### src/rtl/asid_tlb_pkg.sv
// Package: shared defaults and the fill-slot classification used by the
// translation buffer. Assumes nothing beyond IEEE 1800-2017.
package asid_tlb_pkg;
    localparam int unsigned DEF_ENTRIES = 8;
    localparam int unsigned DEF_VPN_W   = 22;
    localparam int unsigned DEF_OFF_W   = 10;
    localparam int unsigned DEF_PFN_W   = 20;
    localparam int unsigned DEF_ASID_W  = 8;

    // How a fill chooses its slot.
    typedef enum logic [1:0] {
        SLOT_REFRESH = 2'd0,   // same page and tag already present
        SLOT_FREE    = 2'd1,   // lowest empty slot
        SLOT_EVICT   = 2'd2    // round-robin victim
    } slot_kind_e;
endpackage

### src/rtl/tlb_match.sv
// tlb_match: parallel comparison of one key against all slots.
// Produces one match bit per slot. Assumes the caller keeps entries unique
// per (page, tag), so the result is one-hot or zero.
module tlb_match #(
    parameter int unsigned ENTRIES = 8,
    parameter int unsigned VPN_W   = 22,
    parameter int unsigned ASID_W  = 8
) (
    input  logic [ENTRIES-1:0] valid_vec,
    input  logic [VPN_W-1:0]   vpn_arr  [ENTRIES],
    input  logic [ASID_W-1:0]  asid_arr [ENTRIES],
    input  logic [VPN_W-1:0]   key_vpn,
    input  logic [ASID_W-1:0]  key_asid,
    output logic [ENTRIES-1:0] hit_vec
);
    for (genvar g = 0; g < ENTRIES; g++) begin : g_cmp
        // Per-slot comparator: valid, page and tag must all agree.
        always_comb begin
            hit_vec[g] = valid_vec[g]
                       && (vpn_arr[g] == key_vpn)
                       && (asid_arr[g] == key_asid);
        end
    end
endmodule

### src/rtl/tlb_entry_store.sv
// tlb_entry_store: slot storage with write and flush.
// Per cycle: flush_all wins over everything. Otherwise a write to a slot
// wins over the tag flush of that slot, and other slots with a matching
// tag are emptied.
module tlb_entry_store #(
    parameter int unsigned ENTRIES = 8,
    parameter int unsigned VPN_W   = 22,
    parameter int unsigned PFN_W   = 20,
    parameter int unsigned ASID_W  = 8,
    parameter int unsigned IDX_W   = 3
) (
    input  logic               clk,
    input  logic               rst_n,
    input  logic               wr_en,
    input  logic [IDX_W-1:0]   wr_idx,
    input  logic [VPN_W-1:0]   wr_vpn,
    input  logic [PFN_W-1:0]   wr_pfn,
    input  logic [ASID_W-1:0]  wr_asid,
    input  logic               flush_all,
    input  logic               flush_asid_en,
    input  logic [ASID_W-1:0]  flush_asid,
    output logic [ENTRIES-1:0] valid_vec,
    output logic [VPN_W-1:0]   vpn_arr  [ENTRIES],
    output logic [PFN_W-1:0]   pfn_arr  [ENTRIES],
    output logic [ASID_W-1:0]  asid_arr [ENTRIES]
);
    for (genvar g = 0; g < ENTRIES; g++) begin : g_slot
        logic sel;

        // Decode whether this slot is the write target.
        always_comb sel = wr_en && (wr_idx == IDX_W'(g));

        // Valid flag: reset, flush-all, write, tag flush in that order.
        always_ff @(posedge clk) begin
            if (!rst_n)                                         valid_vec[g] <= 1'b0;
            else if (flush_all)                                 valid_vec[g] <= 1'b0;
            else if (sel)                                       valid_vec[g] <= 1'b1;
            else if (flush_asid_en && asid_arr[g] == flush_asid) valid_vec[g] <= 1'b0;
        end

        // Payload fields: loaded on a write that is not cancelled.
        always_ff @(posedge clk) begin
            if (!rst_n) begin
                vpn_arr[g]  <= '0;
                pfn_arr[g]  <= '0;
                asid_arr[g] <= '0;
            end else if (sel && !flush_all) begin
                vpn_arr[g]  <= wr_vpn;
                pfn_arr[g]  <= wr_pfn;
                asid_arr[g] <= wr_asid;
            end
        end
    end
endmodule

### src/rtl/tlb_slot_select.sv
// tlb_slot_select: picks the slot a fill writes. The order of preference is
// the existing matching slot, then the lowest empty slot, then the
// round-robin victim. Holds the victim pointer, which moves only on an
// accepted eviction. Assumes dup_vec is one-hot or zero.
module tlb_slot_select
    import asid_tlb_pkg::*;
#(
    parameter int unsigned ENTRIES = 8,
    parameter int unsigned IDX_W   = 3
) (
    input  logic               clk,
    input  logic               rst_n,
    input  logic [ENTRIES-1:0] valid_vec,
    input  logic [ENTRIES-1:0] dup_vec,
    input  logic               fill_go,
    output logic [IDX_W-1:0]   slot_idx,
    output slot_kind_e         slot_kind
);
    localparam logic [IDX_W-1:0] LAST = IDX_W'(ENTRIES - 1);

    logic [IDX_W-1:0] rr_ptr;
    logic [IDX_W-1:0] dup_idx;
    logic [IDX_W-1:0] free_idx;
    logic             free_any;

    // Encode the one-hot duplicate vector into an index.
    always_comb begin
        dup_idx = '0;
        for (int i = 0; i < ENTRIES; i++)
            if (dup_vec[i]) dup_idx = dup_idx | IDX_W'(i);
    end

    // Find the lowest-numbered empty slot.
    always_comb begin
        free_idx = '0;
        free_any = 1'b0;
        for (int i = ENTRIES - 1; i >= 0; i--) begin
            if (!valid_vec[i]) begin
                free_idx = IDX_W'(i);
                free_any = 1'b1;
            end
        end
    end

    // Choose slot and classify the fill.
    always_comb begin
        if (|dup_vec) begin
            slot_kind = SLOT_REFRESH;
            slot_idx  = dup_idx;
        end else if (free_any) begin
            slot_kind = SLOT_FREE;
            slot_idx  = free_idx;
        end else begin
            slot_kind = SLOT_EVICT;
            slot_idx  = rr_ptr;
        end
    end

    // Victim pointer: advance with wrap after each accepted eviction.
    always_ff @(posedge clk) begin
        if (!rst_n)
            rr_ptr <= '0;
        else if (fill_go && slot_kind == SLOT_EVICT)
            rr_ptr <= (rr_ptr == LAST) ? '0 : rr_ptr + 1'b1;
    end
endmodule

### src/rtl/asid_tlb.sv
// asid_tlb: fully associative, tag-qualified translation buffer with a
// registered lookup response, walker fill port and two flush modes.
// Assumes a single clock and a synchronous active-low reset. A lookup sees
// the slot contents from before any same-cycle fill or flush.
module asid_tlb
    import asid_tlb_pkg::*;
#(
    parameter int unsigned ENTRIES = DEF_ENTRIES,
    parameter int unsigned VPN_W   = DEF_VPN_W,
    parameter int unsigned OFF_W   = DEF_OFF_W,
    parameter int unsigned PFN_W   = DEF_PFN_W,
    parameter int unsigned ASID_W  = DEF_ASID_W
) (
    input  logic                   clk,
    input  logic                   rst_n,
    input  logic                   lkp_valid,
    input  logic [VPN_W-1:0]       lkp_vpn,
    input  logic [OFF_W-1:0]       lkp_off,
    input  logic [ASID_W-1:0]      cur_asid,
    output logic                   rsp_valid,
    output logic                   rsp_hit,
    output logic                   rsp_miss,
    output logic [PFN_W+OFF_W-1:0] rsp_paddr,
    input  logic                   fill_valid,
    input  logic [VPN_W-1:0]       fill_vpn,
    input  logic [PFN_W-1:0]       fill_pfn,
    input  logic [ASID_W-1:0]      fill_asid,
    input  logic                   flush_all,
    input  logic                   flush_asid_en,
    input  logic [ASID_W-1:0]      flush_asid
);
    localparam int unsigned IDX_W = (ENTRIES > 1) ? $clog2(ENTRIES) : 1;
    localparam int unsigned PA_W  = PFN_W + OFF_W;

    logic [ENTRIES-1:0] valid_q;
    logic [VPN_W-1:0]   vpn_q  [ENTRIES];
    logic [PFN_W-1:0]   pfn_q  [ENTRIES];
    logic [ASID_W-1:0]  asid_q [ENTRIES];

    logic [ENTRIES-1:0] lkp_hit_vec;
    logic [ENTRIES-1:0] fill_dup_vec;
    logic               lkp_hit_any;
    logic [PFN_W-1:0]   lkp_pfn;
    logic               fill_go;
    logic [IDX_W-1:0]   fill_idx;
    slot_kind_e         fill_kind;

    // Lookup-side comparator bank.
    tlb_match #(.ENTRIES(ENTRIES), .VPN_W(VPN_W), .ASID_W(ASID_W)) u_lkp_match (
        .valid_vec (valid_q),
        .vpn_arr   (vpn_q),
        .asid_arr  (asid_q),
        .key_vpn   (lkp_vpn),
        .key_asid  (cur_asid),
        .hit_vec   (lkp_hit_vec)
    );

    // Fill-side comparator bank that finds an existing copy.
    tlb_match #(.ENTRIES(ENTRIES), .VPN_W(VPN_W), .ASID_W(ASID_W)) u_fill_match (
        .valid_vec (valid_q),
        .vpn_arr   (vpn_q),
        .asid_arr  (asid_q),
        .key_vpn   (fill_vpn),
        .key_asid  (fill_asid),
        .hit_vec   (fill_dup_vec)
    );

    // A fill is accepted unless a full flush cancels it.
    always_comb fill_go = fill_valid && !flush_all;

    tlb_slot_select #(.ENTRIES(ENTRIES), .IDX_W(IDX_W)) u_sel (
        .clk       (clk),
        .rst_n     (rst_n),
        .valid_vec (valid_q),
        .dup_vec   (fill_dup_vec),
        .fill_go   (fill_go),
        .slot_idx  (fill_idx),
        .slot_kind (fill_kind)
    );

    tlb_entry_store #(
        .ENTRIES(ENTRIES), .VPN_W(VPN_W), .PFN_W(PFN_W),
        .ASID_W(ASID_W), .IDX_W(IDX_W)
    ) u_store (
        .clk           (clk),
        .rst_n         (rst_n),
        .wr_en         (fill_go),
        .wr_idx        (fill_idx),
        .wr_vpn        (fill_vpn),
        .wr_pfn        (fill_pfn),
        .wr_asid       (fill_asid),
        .flush_all     (flush_all),
        .flush_asid_en (flush_asid_en),
        .flush_asid    (flush_asid),
        .valid_vec     (valid_q),
        .vpn_arr       (vpn_q),
        .pfn_arr       (pfn_q),
        .asid_arr      (asid_q)
    );

    // AND-OR select of the matching frame (match vector is one-hot or zero).
    always_comb begin
        lkp_pfn = '0;
        for (int i = 0; i < ENTRIES; i++)
            lkp_pfn = lkp_pfn | (pfn_q[i] & {PFN_W{lkp_hit_vec[i]}});
        lkp_hit_any = |lkp_hit_vec;
    end

    // Response register: one cycle after the request.
    always_ff @(posedge clk) begin
        if (!rst_n) begin
            rsp_valid <= 1'b0;
            rsp_hit   <= 1'b0;
            rsp_miss  <= 1'b0;
            rsp_paddr <= '0;
        end else begin
            rsp_valid <= lkp_valid;
            rsp_hit   <= lkp_valid && lkp_hit_any;
            rsp_miss  <= lkp_valid && !lkp_hit_any;
            rsp_paddr <= lkp_valid ? PA_W'({lkp_pfn, lkp_off}) : '0;
        end
    end
endmodule

### config.mk
export PLATFORM = sky130hd
export DESIGN_NAME = asid_tlb
export DESIGN_NICKNAME = d
export VERILOG_FILES = /design/src/rtl/asid_tlb_pkg.sv /design/src/rtl/tlb_match.sv /design/src/rtl/tlb_entry_store.sv /design/src/rtl/tlb_slot_select.sv /design/src/rtl/asid_tlb.sv
export SDC_FILE = /design/constraint.sdc
export NUM_CORES = 1
export LEC_CHECK = 0
export BUFFER_PORTS_ARGS = -buffer_cell sky130_fd_sc_hd__buf_2
export CAP_MARGIN = 20
export CORE_ASPECT_RATIO = 1.1
export CORE_MARGIN = 1.5
export CORE_UTILIZATION = 45
export CTS_BUF_LIST = sky130_fd_sc_hd__clkbuf_4
export CTS_CLUSTER_DIAMETER = 150
export DETAILED_ROUTE_END_ITERATION = 16
export HOLD_SLACK_MARGIN = 0.08
export SYNTH_ARGS = -nofsm -noshare
export SYNTH_HDL_FRONTEND = slang
export SYNTH_HIERARCHICAL = 1
export SYNTH_SLANG_ARGS = --single-unit
### constraint.sdc
create_clock -name clk -period 10.1 [get_ports clk]
set_input_delay 1.515 -clock clk [delete_from_list [all_inputs] [get_ports clk]]
set_output_delay 1.515 -clock clk [all_outputs]
set_load 0.02 [all_outputs]
==> summary.txt <==
Min path
  • Hold EP: u_store/pfn_arr[10]
  • Hold crit path type: reg2reg
  • Worst hold path startpoint: u_store/pfn_arr[10]
  • WHS Path Cells: 2

Global route
  • Global-route wire length before repair: 128.7 mm
  • Largest net degree at the start of global routing: 244
  • Antenna violations before repair: 4
  • Vias in the first global route: 20350
  • GR Overflow Total: 0
  • Total Routing Usage GR: 31.30%

Worst setup path
  • CP max-delay cell: or4_1
  • Worst EP required: 10.89 ns
  • Worst R2R Setup Slack: 5.52 ns
  • WS Path Type: in2reg
  • Max incr delay on CP: 0.66 ns
  • Worst setup SP type: primary input
  • CP delay by family, top: simple AND/OR/NAND/NOR gates
  • CP Cell Sequence: buf_2 > xnor2_1 > nand4_1 > or4_1 > nor4_2 > nor4_4 > nand3_1 > o21a_1 > o21ai_0 > nand3b_1 > nor2_4 > buf_4 > nand2_1 > a21boi_0
  • R2R depth: 13
  • Cell count along the critical path: 14
  • Crit end category: flop
  • Reg-to-reg critical path startpoint: u_store/asid_arr[8]
  • Worst Path Arrival: 6.15 ns
  • Crit-path max FO: 35
  • RR Endpoint: u_store/pfn_arr[35]
  • Buf/Inv on CP: 2

Route
  • WL per Instance: 24.15 µm
  • Drt pass-1 iters: 8
  • DR vias/cell: 5.747
  • Vias: 20870
  • Initial DRC count: 1893
  • DRC viols: 0
  • Routed Antenna Nets: 0
  • WL final: 87.70 mm

STA
  • Final setup violation count: 0
  • Final hold violations: 0
  • FMAX: 186.7 MHz
  • Slew Viols, Final: 0
  • Total Neg Setup Slack: 0 ns
  • Max_slew headroom: 29.79%
  • Worst slew pin tran: 1.053 ns
  • Crit path time final: 5.357 ns
  • Worst Skew: 0.07561 ns
  • Unrepaired setup endpoints after global routing: no
  • Fin crit share: 53.03%

Final layout
  • Synth-to-layout area growth: 7.207%
  • Number of fillers in the final layout: 5133
  • Area of the multi-input gates: 0.01359 mm²
  • Fraction of layout cells with a size suffix above 1: 13.54%
  • Final nets: 2973
  • Register area: 0.008889 mm²
  • Post-layout instance area: 0.02583 mm²

Placed design
  • Buffers on Ports: 136
  • RePlAce Congestion: 0.9778
  • HPWL after DPL: 54.66 mm
  • DP Area: 0.02432 mm²

Floorplan
  • Die height: 245.7 µm
  • Io pins: 137
  • DIE AREA: 0.05495 mm²
  • Initial Util: 45.79%
  • Site Rows: 88
  • Core ar.: 0.05263 mm²
  • Die X: 223.6 µm

Power and ir drop
  • VDD IR max: 0.08813 mV
  • Leakage power: 8.020 nW
  • Pwr dens: 144.7 mW/mm²
  • Total power: 3.738 mW

Clock tree
  • Clock root buffer: clkbuf_4
  • Hold bufs inserted after CTS: 0
  • Post CTS Setup Buffer Count: 0
  • Sink Count: 444
  • CTS Buf Count: 118
  • Clk slew on worst S/H paths: 0.07 ns
  • CTS-repair resized insts: 0
  • CTS tree: yes
  • H-Tree Depth: 3
  • Clock Path Buffers: 3
  • Worst-Skew Late Latency: 0.94 ns

Synthesis
  • Number of warnings issued by yosys: 6
  • Post-Synthesis Cell Area: 0.02410 mm²
  • Syn_nets: 2951
  • Synthesized area per cell: 8.470 µm²
  • Synth Instances: 2845

Status
  • Status: finished clean

Flow run
  • Max Cap Viol: 0
-- flip-flops by register name (all words and copies together) (netlist names) --
| signal | count |
|---|---|
| u_store/vpn_arr | 176 |
| u_store/pfn_arr | 160 |
| u_store/asid_arr | 64 |
| rsp_paddr | 30 |
| u_store/valid_vec | 8 |
| u_sel/rr_ptr | 3 |
| rsp_hit | 1 |
| rsp_miss | 1 |
| rsp_valid | 1 |
-- routing by layer --
layer	routed length, µm	part of all wire [%]	GRT usage (%)	vias up
met5	16	0.018	0	-
met4	4858	5.5	18.96	4
met3	6816	7.8	5.974	251
met2	41950	48	52.91	957
met1	34060	39	36.75	10120
li1	-	-	-	9534
-- cell type report --
cell class / count / share of cell area, %
Sequential cell: 444 / 34.41
Clock buffer: 183 / 5.318
Clock inverter: 24 / 0.5327
Timing Repair Buffer: 169 / 3.773
Multi-Input combinational cell: 2129 / 52.61
Antenna cell: 2 / 0.01937
Tap cell: 675 / 3.269
Inverter: 5 / 0.07265
-- worst min-delay path: cells and delay by family, from the launching register on --
family | cells | cell delay, ns
AND/OR/NAND/NOR | 1 | 0.05
AO/OA/AOI/OAI | 1 | 0.05
flip-flops | 1 | 0.31
-- metrics by stage --
stage / setup WS [ns] / utilization, % / std cells / hold WS (ns)
finish: 4.743 / 49.09 / 3631 / 0.4534
global route: 4.633 / 49.08 / 3630 / 0.4656
CTS: 4.978 / 49.08 / 3629 / 0.4538
detailed placement: 4.009 / 46.21 / 3422 / 0.4449
global placement: 3.761 / 46.13 / 3420 / 0.4399
floorplan: 5.820 / - / 2845 / 0.4347
-- worst max-delay path by stage --
| stage | startpoint | to |
|---|---|---|
| floorplan | fill_asid[1] | u_store/asid_arr[47] |
| global placement | fill_vpn[11] | u_store/vpn_arr[28] |
| detailed placement | fill_vpn[21] | u_store/vpn_arr[27] |
| CTS | fill_vpn[21] | u_store/vpn_arr[22] |
| global route | fill_vpn[21] | u_store/pfn_arr[35] |
| finish | fill_vpn[21] | u_store/pfn_arr[35] |
-- power by group --
group	internal [mW]	leakage [nW]	switching, mW
Clock	0.842	0.909	0.784
Sequential	1.76	3.58	0.00936
Combinational	0.124	3.53	0.218
Total	2.73	8.02	1.01
-- placed cells by master (no fill, tap or decap), drive strengths merged --
cell	count
a21boi	401
a21oi	12
a22oi	80
a31oi	1
a41oi	20
and2	2
and3	11
and3b	3
and4	2
buf	169
bufinv	1
clkbuf	183
clkinv	20
clkinvlp	1
dfxtp	444
diode	2
ha	2
inv	7
nand2	823
nand2b	6
nand3	13
nand3b	3
nand4	123
nor2	4
nor2b	3
nor3	3
nor3b	1
nor4	38
o21a	1
o21ai	8
o31ai	8
or4	17
xnor2	480
xor2	64
Note: power is estimated with default switching activity, not from simulation.
